**src/rtl/aux_tmr_pkg.sv**
```systemverilog
package aux_tmr_pkg;

   // Role codes carried on cfg_role
   typedef enum logic [2:0] {
      ROLE_TIMER   = 3'd0,
      ROLE_GATED   = 3'd1,
      ROLE_COUNTER = 3'd2,
      ROLE_CASCADE = 3'd3,
      ROLE_CAPTURE = 3'd4,
      ROLE_RELOAD  = 3'd5,
      ROLE_IDLE_A  = 3'd6,
      ROLE_IDLE_B  = 3'd7
   } role_e;

   // Pin edge selection carried on cfg_edge
   typedef enum logic [1:0] {
      EDGE_NONE = 2'd0,
      EDGE_RISE = 2'd1,
      EDGE_FALL = 2'd2,
      EDGE_BOTH = 2'd3
   } edge_e;

endpackage

```
**src/rtl/aux_tmr_presc.sv**
```systemverilog
// Free-running prescaler producing a tick every 2^sel clocks.
module aux_tmr_presc #(
   parameter int unsigned PSEL_W   = 2,
   parameter bit          PRESC_EN = 1'b1
) (
   input  logic              clk,
   input  logic              rst_n,
   input  logic [PSEL_W-1:0] sel,
   output logic              tick
);
   localparam int unsigned DIV_W = (1 << PSEL_W) - 1;

   generate
      if (PSEL_W < 1 || PSEL_W > 4) begin : g_bad_psel
         $error("aux_tmr_presc: PSEL_W must lie in 1..4");
      end

      if (PRESC_EN) begin : g_div
         logic [DIV_W-1:0] cnt_q;
         logic [DIV_W-1:0] mask;

         always_comb mask = DIV_W'((32'd1 << sel) - 32'd1);

         always_ff @(posedge clk or negedge rst_n) begin
            if (!rst_n) cnt_q <= '0;
            else        cnt_q <= cnt_q + DIV_W'(1);
         end

         assign tick = ((cnt_q & mask) == mask);
      end else begin : g_nodiv
         assign tick = 1'b1;
      end
   endgenerate
endmodule

```
**src/rtl/aux_tmr_edge.sv**
```systemverilog
// Pin edge detector with selectable polarity.
module aux_tmr_edge
   import aux_tmr_pkg::*;
(
   input  logic       clk,
   input  logic       rst_n,
   input  logic       pin,
   input  logic [1:0] sel,
   output logic       hit
);
   logic pin_q;
   logic rise, fall;

   always_ff @(posedge clk or negedge rst_n) begin
      if (!rst_n) pin_q <= 1'b0;
      else        pin_q <= pin;
   end

   assign rise = pin & ~pin_q;
   assign fall = ~pin & pin_q;

   always_comb begin
      unique case (edge_e'(sel))
         EDGE_RISE: hit = rise;
         EDGE_FALL: hit = fall;
         EDGE_BOTH: hit = rise | fall;
         default:   hit = 1'b0;
      endcase
   end

   // A falling edge must never be reported under a rising-only select
   assert_rise_only_R4: assert property (@(posedge clk) disable iff (!rst_n)
      (sel == 2'd1 && hit) |-> pin);
endmodule

```
**src/rtl/aux_tmr_ctrl.sv**
```systemverilog
// Role decoder: turns the role, pin and core strobes into step/capture/reload requests.
module aux_tmr_ctrl
   import aux_tmr_pkg::*;
#(
   parameter bit GATE_HIGH = 1'b1
) (
   input  logic [2:0] role,
   input  logic       run,
   input  logic       dir_dn,
   input  logic       tick,
   input  logic       pin,
   input  logic       hit,
   input  logic       core_ovf,
   input  logic       core_unf,
   input  logic       rld_core,
   output logic       step_en,
   output logic       step_dn,
   output logic       cap_trig,
   output logic       rld_trig
);
   logic gate_open;

   generate
      if (GATE_HIGH) begin : g_gate_hi
         assign gate_open = pin;
      end else begin : g_gate_lo
         assign gate_open = ~pin;
      end
   endgenerate

   always_comb begin
      step_en  = 1'b0;
      step_dn  = dir_dn;
      cap_trig = 1'b0;
      rld_trig = 1'b0;
      unique case (role_e'(role))
         ROLE_TIMER:   step_en = run & tick;
         ROLE_GATED:   step_en = run & tick & gate_open;
         ROLE_COUNTER: step_en = run & hit;
         ROLE_CASCADE: begin
            step_en = run & (core_ovf ^ core_unf);
            step_dn = core_unf;
         end
         ROLE_CAPTURE: cap_trig = hit;
         ROLE_RELOAD:  rld_trig = hit | (rld_core & (core_ovf | core_unf));
         default: ;
      endcase
   end
endmodule

```
**src/rtl/aux_tmr_unit.sv**
```systemverilog
// Auxiliary timer: independent counter, cascade extension, capture latch or reload source.
module aux_tmr_unit
   import aux_tmr_pkg::*;
#(
   parameter int unsigned WIDTH     = 16,
   parameter int unsigned PSEL_W    = 2,
   parameter bit          PRESC_EN  = 1'b1,
   parameter bit          GATE_HIGH = 1'b1
) (
   input  logic              clk,
   input  logic              rst_n,
   input  logic [2:0]        cfg_role,
   input  logic              cfg_run,
   input  logic              cfg_down,
   input  logic [PSEL_W-1:0] cfg_psel,
   input  logic [1:0]        cfg_edge,
   input  logic              cfg_rld_core,
   input  logic              aux_in,
   input  logic              core_ovf,
   input  logic              core_unf,
   input  logic [WIDTH-1:0]  core_val,
   input  logic              cpu_we,
   input  logic [WIDTH-1:0]  cpu_wdata,
   output logic [WIDTH-1:0]  tmr_val,
   output logic              irq,
   output logic              core_ld,
   output logic [WIDTH-1:0]  core_ld_val
);
   localparam logic [WIDTH-1:0] ONE  = WIDTH'(1);
   localparam logic [WIDTH-1:0] MAXV = {WIDTH{1'b1}};

   generate
      if (WIDTH < 2 || WIDTH > 64) begin : g_bad_width
         $error("aux_tmr_unit: WIDTH must lie in 2..64");
      end
   endgenerate

   logic             tick, hit;
   logic             step_en, step_dn, cap_trig, rld_trig;
   logic             wrap;
   logic [WIDTH-1:0] tmr_q, tmr_d;
   logic             irq_q, ld_q;
   logic [WIDTH-1:0] ld_val_q;

   aux_tmr_presc #(.PSEL_W(PSEL_W), .PRESC_EN(PRESC_EN)) u_presc (
      .clk  (clk),
      .rst_n(rst_n),
      .sel  (cfg_psel),
      .tick (tick)
   );

   aux_tmr_edge u_edge (
      .clk  (clk),
      .rst_n(rst_n),
      .pin  (aux_in),
      .sel  (cfg_edge),
      .hit  (hit)
   );

   aux_tmr_ctrl #(.GATE_HIGH(GATE_HIGH)) u_ctrl (
      .role    (cfg_role),
      .run     (cfg_run),
      .dir_dn  (cfg_down),
      .tick    (tick),
      .pin     (aux_in),
      .hit     (hit),
      .core_ovf(core_ovf),
      .core_unf(core_unf),
      .rld_core(cfg_rld_core),
      .step_en (step_en),
      .step_dn (step_dn),
      .cap_trig(cap_trig),
      .rld_trig(rld_trig)
   );

   assign wrap = step_en & (step_dn ? (tmr_q == '0) : (tmr_q == MAXV));

   // Update priority: CPU write, then capture, then counting step
   always_comb begin
      if (cpu_we)        tmr_d = cpu_wdata;
      else if (cap_trig) tmr_d = core_val;
      else if (step_en)  tmr_d = step_dn ? tmr_q - ONE : tmr_q + ONE;
      else               tmr_d = tmr_q;
   end

   always_ff @(posedge clk or negedge rst_n) begin
      if (!rst_n) begin
         tmr_q    <= '0;
         irq_q    <= 1'b0;
         ld_q     <= 1'b0;
         ld_val_q <= '0;
      end else begin
         tmr_q <= tmr_d;
         irq_q <= (~cpu_we & (cap_trig | wrap)) | rld_trig;
         ld_q  <= rld_trig;
         if (rld_trig) ld_val_q <= tmr_q;
      end
   end

   assign tmr_val     = tmr_q;
   assign irq         = irq_q;
   assign core_ld     = ld_q;
   assign core_ld_val = ld_val_q;

   // ---------------- assertions ----------------
   assert_cpu_write_wins_R10: assert property (@(posedge clk) disable iff (!rst_n)
      cpu_we |=> tmr_val == $past(cpu_wdata));

   assert_capture_latches_R7: assert property (@(posedge clk) disable iff (!rst_n)
      (cfg_role == 3'd4 && hit && !cpu_we) |=> (tmr_val == $past(core_val)) && irq);

   assert_reload_strobe_R8: assert property (@(posedge clk) disable iff (!rst_n)
      (cfg_role == 3'd5 && hit) |=> core_ld && (core_ld_val == $past(tmr_val)));

   assert_no_count_cap_rld_R9: assert property (@(posedge clk) disable iff (!rst_n)
      ((cfg_role == 3'd4 || cfg_role == 3'd5) && !cpu_we && !hit) |=> $stable(tmr_val));

   assert_idle_role_R11: assert property (@(posedge clk) disable iff (!rst_n)
      (cfg_role[2:1] == 2'b11 && !cpu_we) |=> $stable(tmr_val) && !irq && !core_ld);

   assert_cascade_up_R6: assert property (@(posedge clk) disable iff (!rst_n)
      (cfg_role == 3'd3 && cfg_run && core_ovf && !core_unf && !cpu_we)
      |=> tmr_val == $past(tmr_val) + ONE);

   assert_stop_holds_R12: assert property (@(posedge clk) disable iff (!rst_n)
      (cfg_role[2] == 1'b0 && !cfg_run && !cpu_we) |=> $stable(tmr_val) && !irq);

   assert_load_only_reload_R8: assert property (@(posedge clk) disable iff (!rst_n)
      (cfg_role != 3'd5) |=> !core_ld);
endmodule

```
**config.mk**
```make
export PLATFORM = sky130hd
export DESIGN_NAME = aux_tmr_unit
export DESIGN_NICKNAME = d
export VERILOG_FILES = /design/src/rtl/aux_tmr_pkg.sv /design/src/rtl/aux_tmr_presc.sv /design/src/rtl/aux_tmr_edge.sv /design/src/rtl/aux_tmr_ctrl.sv /design/src/rtl/aux_tmr_unit.sv
export SDC_FILE = /design/constraint.sdc
export NUM_CORES = 1
export LEC_CHECK = 0
export ABC_AREA = 1
export BUFFER_PORTS_ARGS = -buffer_cell sky130_fd_sc_hd__buf_2
export CAP_MARGIN = 40
export CORE_MARGIN = 2
export CORE_UTILIZATION = 55
export CTS_CLUSTER_DIAMETER = 40
export DETAILED_ROUTE_END_ITERATION = 8
export PLACE_DENSITY_LB_ADDON = 0.25
export SLEW_MARGIN = 20
export SYNTH_ARGS = -nofsm -noshare
export SYNTH_HDL_FRONTEND = slang
export SYNTH_SLANG_ARGS = --single-unit
```
**constraint.sdc**
```tcl
create_clock -name clk -period 3.7 [get_ports clk]
set_input_delay 0.74 -clock clk [delete_from_list [all_inputs] [get_ports clk]]
set_output_delay 0.74 -clock clk [all_outputs]
set_load 0.03 [all_outputs]
```
==> summary.md <==
| Metric | Value |
|---|---|
| Arr. time, crit path | 2.97 ns |
| Share of cells above drive strength 1 | 18.9% |
| Biggest area consumer among synthesized cells | dfrtp_1 |
| Starting density of the core | 56.2% |
| Die X-Extent | 78.3 µm |
| Syn_nets | 533 |
| CP Capture Type | register |
| Fmax | 0.364 GHz |
| Row count | 27 |
| First-pass DRT Iterations | 4 |
| R2r startpoint | u_edge.pin_q |
| Num ports | 82 |
| Synth top area cells | dfrtp_1, nand2_1, inv_1 |
| P per Cell Area | 558 mW/mm² |
| Synth Area in Adders | 8.07% |
| Post-CTS setup buffers | 0 |
| Synth-to-layout area growth | 18.1% |
| Largest family of logic cells by synthesized area | simple AND/OR/NAND/NOR gates |
| RR Endpoint | tmr_val[8] |
| Vias per cell | 5.20 |
| Max Used Layer | met4 |
| Nature of the critical path startpoint | primary input |
| Count of final hold-check violations | 0 |
| Post-CTS sizing | 0 |
| Nets | 612 |
| Top FF cell, synth | dfrtp_1 |
| Yosys warns | 0 |
| Rel. slew slack | 59.3% |
| Placed cell areas | 0.00348 mm² |
| Layout Skew | 0.00582 ns |
| Post-synthesis cell count | 466 |
| Met2 WL post-DR | 3780 µm |
| Worst-case hold slack | 0.323 ns |
| Hold/Removal Path Class | primary input to async pin |
| Buffers added on ports | 81 |
| HPWL after DPL | 6310 µm |
| First-pass GRT wire length | 13,500 µm |
| Compound-cell area share of the yosys netlist | 10.7% |
| Post-synthesis mux area share | 0% |
| Syn avg cell area | 6.52 µm² |
| Gpl congestion | 0.900 |
| VDD IR-drop max | 0.286 mV |
| Max Slew Vio Count | 0 |
| Slew @ Worst Pin | 0.609 ns |
| Die area | 0.00614 mm² |
| Post-layout util | 66.4% |
| Met1 wire length | 3520 µm |
| Skew-Pair Late Insertion Delay | 0.29 ns |
| Initial antenna violation count | 0 |
| Post-CTS Hold Buffers | 0 |
| Final Instance Area | 0.00359 mm² |
| Chip height | 78.3 µm |
| # H-tree levels | 2 |
| CTS buffer count | 5 |
| CTS tree | built |
| Ant diodes | 0 |
| Pin count of the biggest net entering global routing | 35 |
| #FFs+latches synth | 38 |
| Detailed-route via count | 3,216 |
| GRT overflow | 0 |
| Clk root buf | clkbuf_8 |
| Leak pwr | 2.13 nW |
| Setup TNS Final | 0 ns |
| Clock buffer depth | 2 |
| Reg2Reg Depth | 11 |
| WL final | 8050 µm |
| Initial drt markers | 222 |
| Xor/xnor cell area share of the yosys netlist | 1.44% |
| Top cell type's share of synthesized area | 31.3% |
| Final setup fails | 0 |
| Num Clock Sinks | 38 |
| Mapped Area | 0.00304 mm² |
| Detailed route wirelength on metal3 | 530 µm |
| All-Layer GR Usage | 27.5% |
| Tot Pwr | 2.00 mW |
| Post-layout minimum cycle time | 2.75 ns |
| Core box area | 0.00541 mm² |
| Status | completed |
| Period utilization | 74.3% |
| Vias in the first global route | 3,010 |
| Sequential fraction of the synthesis area | 31.3% |
| Post-synth EDFFs | 0 |
| Max Cap Violations | 0 |
| Flop2flop setup slack | 1.38 ns |
| DR DRC count | 0 |
| Antenna Nets Post-Route | 0 |
| Count of different cell masters after synthesis | 35 |
| Post-Synth Simple-Gate Area | 36.3% |
| Post-synth ARST share | 100% |
| CTS clk-pin slew, worst paths | 0.08 ns |
| WL/cell | 13.0 µm |
| CP Data Required Time | 3.93 ns |
| Setup CP Type | primary input to register |
| RSZ-0062 raised after global routing | false |
| CP Max Fanout | 15 |
[how the worst max path moves through the flow]
stage | start | endpoint | slack, ns | depth (start not counted)
after floorplan | cfg_role[2] | tmr_val[7] | 1.23 | 15
after global placement | cfg_role[0] | tmr_val[12] | 0.73 | 15
after CTS | cfg_role[0] | tmr_val[12] | 0.97 | 15
final | cfg_role[0] | tmr_val[12] | 0.95 | 15
after global routing | cfg_role[0] | tmr_val[13] | 0.64 | 17
after detailed placement | cfg_role[0] | tmr_val[12] | 0.66 | 15
[synthesized netlist by cell type (2+ instances only)]
cell / count
buf_6: 3
a21boi_0: 7
o21ai_0: 23
a21oi_1: 17
nand2_1: 156
buf_2: 6
inv_2: 2
xnor2_1: 2
o21ai_1: 3
xor2_1: 3
dfrtp_1: 38
nor2_1: 38
inv_1: 76
nand4_1: 9
nand3_1: 33
clkbuf_1: 2
nor3_1: 8
o211ai_1: 5
ha_1: 18
nor2_2: 2
[state kept, by name, indices dropped and copies added, names as in the netlist]
signal / cells
core_ld_val: 16
core_ld: 1
u_edge.pin_q: 1
irq: 1
tmr_val: 16
u_presc.g_div.cnt_q: 3
[cells by family (layout without fill, tap and decap cells)]
group / after synthesis / count (layout)
buffers and inverters: 90 / 170
and+or+nand+nor: 256 / 256
xor gates and xnor gates: 5 / 5
AOI/OAI and AO/OA: 58 / 58
adders and majority gates: 19 / 19
DFF: 38 / 38
[power by group]
group | leakage (nW) | total [mW] | switching [mW] | internal [mW]
Clock | 0.0441 | 0.290 | 0.158 | 0.132
Sequential | 0.466 | 0.616 | 0.100 | 0.515
Combinational | 1.62 | 1.10 | 0.736 | 0.362
Total | 2.13 | 2.00 | 0.994 | 1.01
[cell type report]
type | instances | area (µm²)
tap | 72 | 90.1
timing repair buffer | 83 | 440
inverter | 79 | 299
clock inverter | 3 | 21.3
fill | 498 | 1820
multi-input combinational | 338 | 1720
clock buffer | 5 | 68.8
sequential | 38 | 951
[routing by layer]
| metal | global-route usage, % | vias up |
|---|---|---|
| met5 | 0 | - |
| met1 | 35.1 | 1446 |
| met3 | 4.48 | 21 |
| li1 | - | 1624 |
| met4 | 9.12 | 0 |
| met2 | 47.6 | 125 |
[through the flow]
step,worst slack [ns],std cells
floorplan,1.23,466
global placement,0.729,608
finish,0.952,618
CTS,0.967,617
detailed placement,0.660,609
global route,0.641,618
[placed cells by master (no fill, tap or decap), drive strengths merged, types with 7 or more instances in the layout]
master / n
a21boi: 7
a21oi: 17
buf: 83
dfrtp: 38
ha: 18
inv: 79
nand2: 158
nand3: 35
nand4: 9
nor2: 41
nor3: 9
o21ai: 26
[critical path, stage by stage]
cell,delay [ns]
buf_2,0.14
nand2_1,0.06
nor2_1,0.11
nand2_1,0.08
nand2_1,0.15
inv_1,0.28
ha_1,0.47
nand2_1,0.14
nor2_1,0.19
nand3_1,0.15
nand3_1,0.10
nand2_1,0.05
nand3_1,0.10
nand2_1,0.09
a21oi_1,0.13
Power figures use the tool's default switching activity.
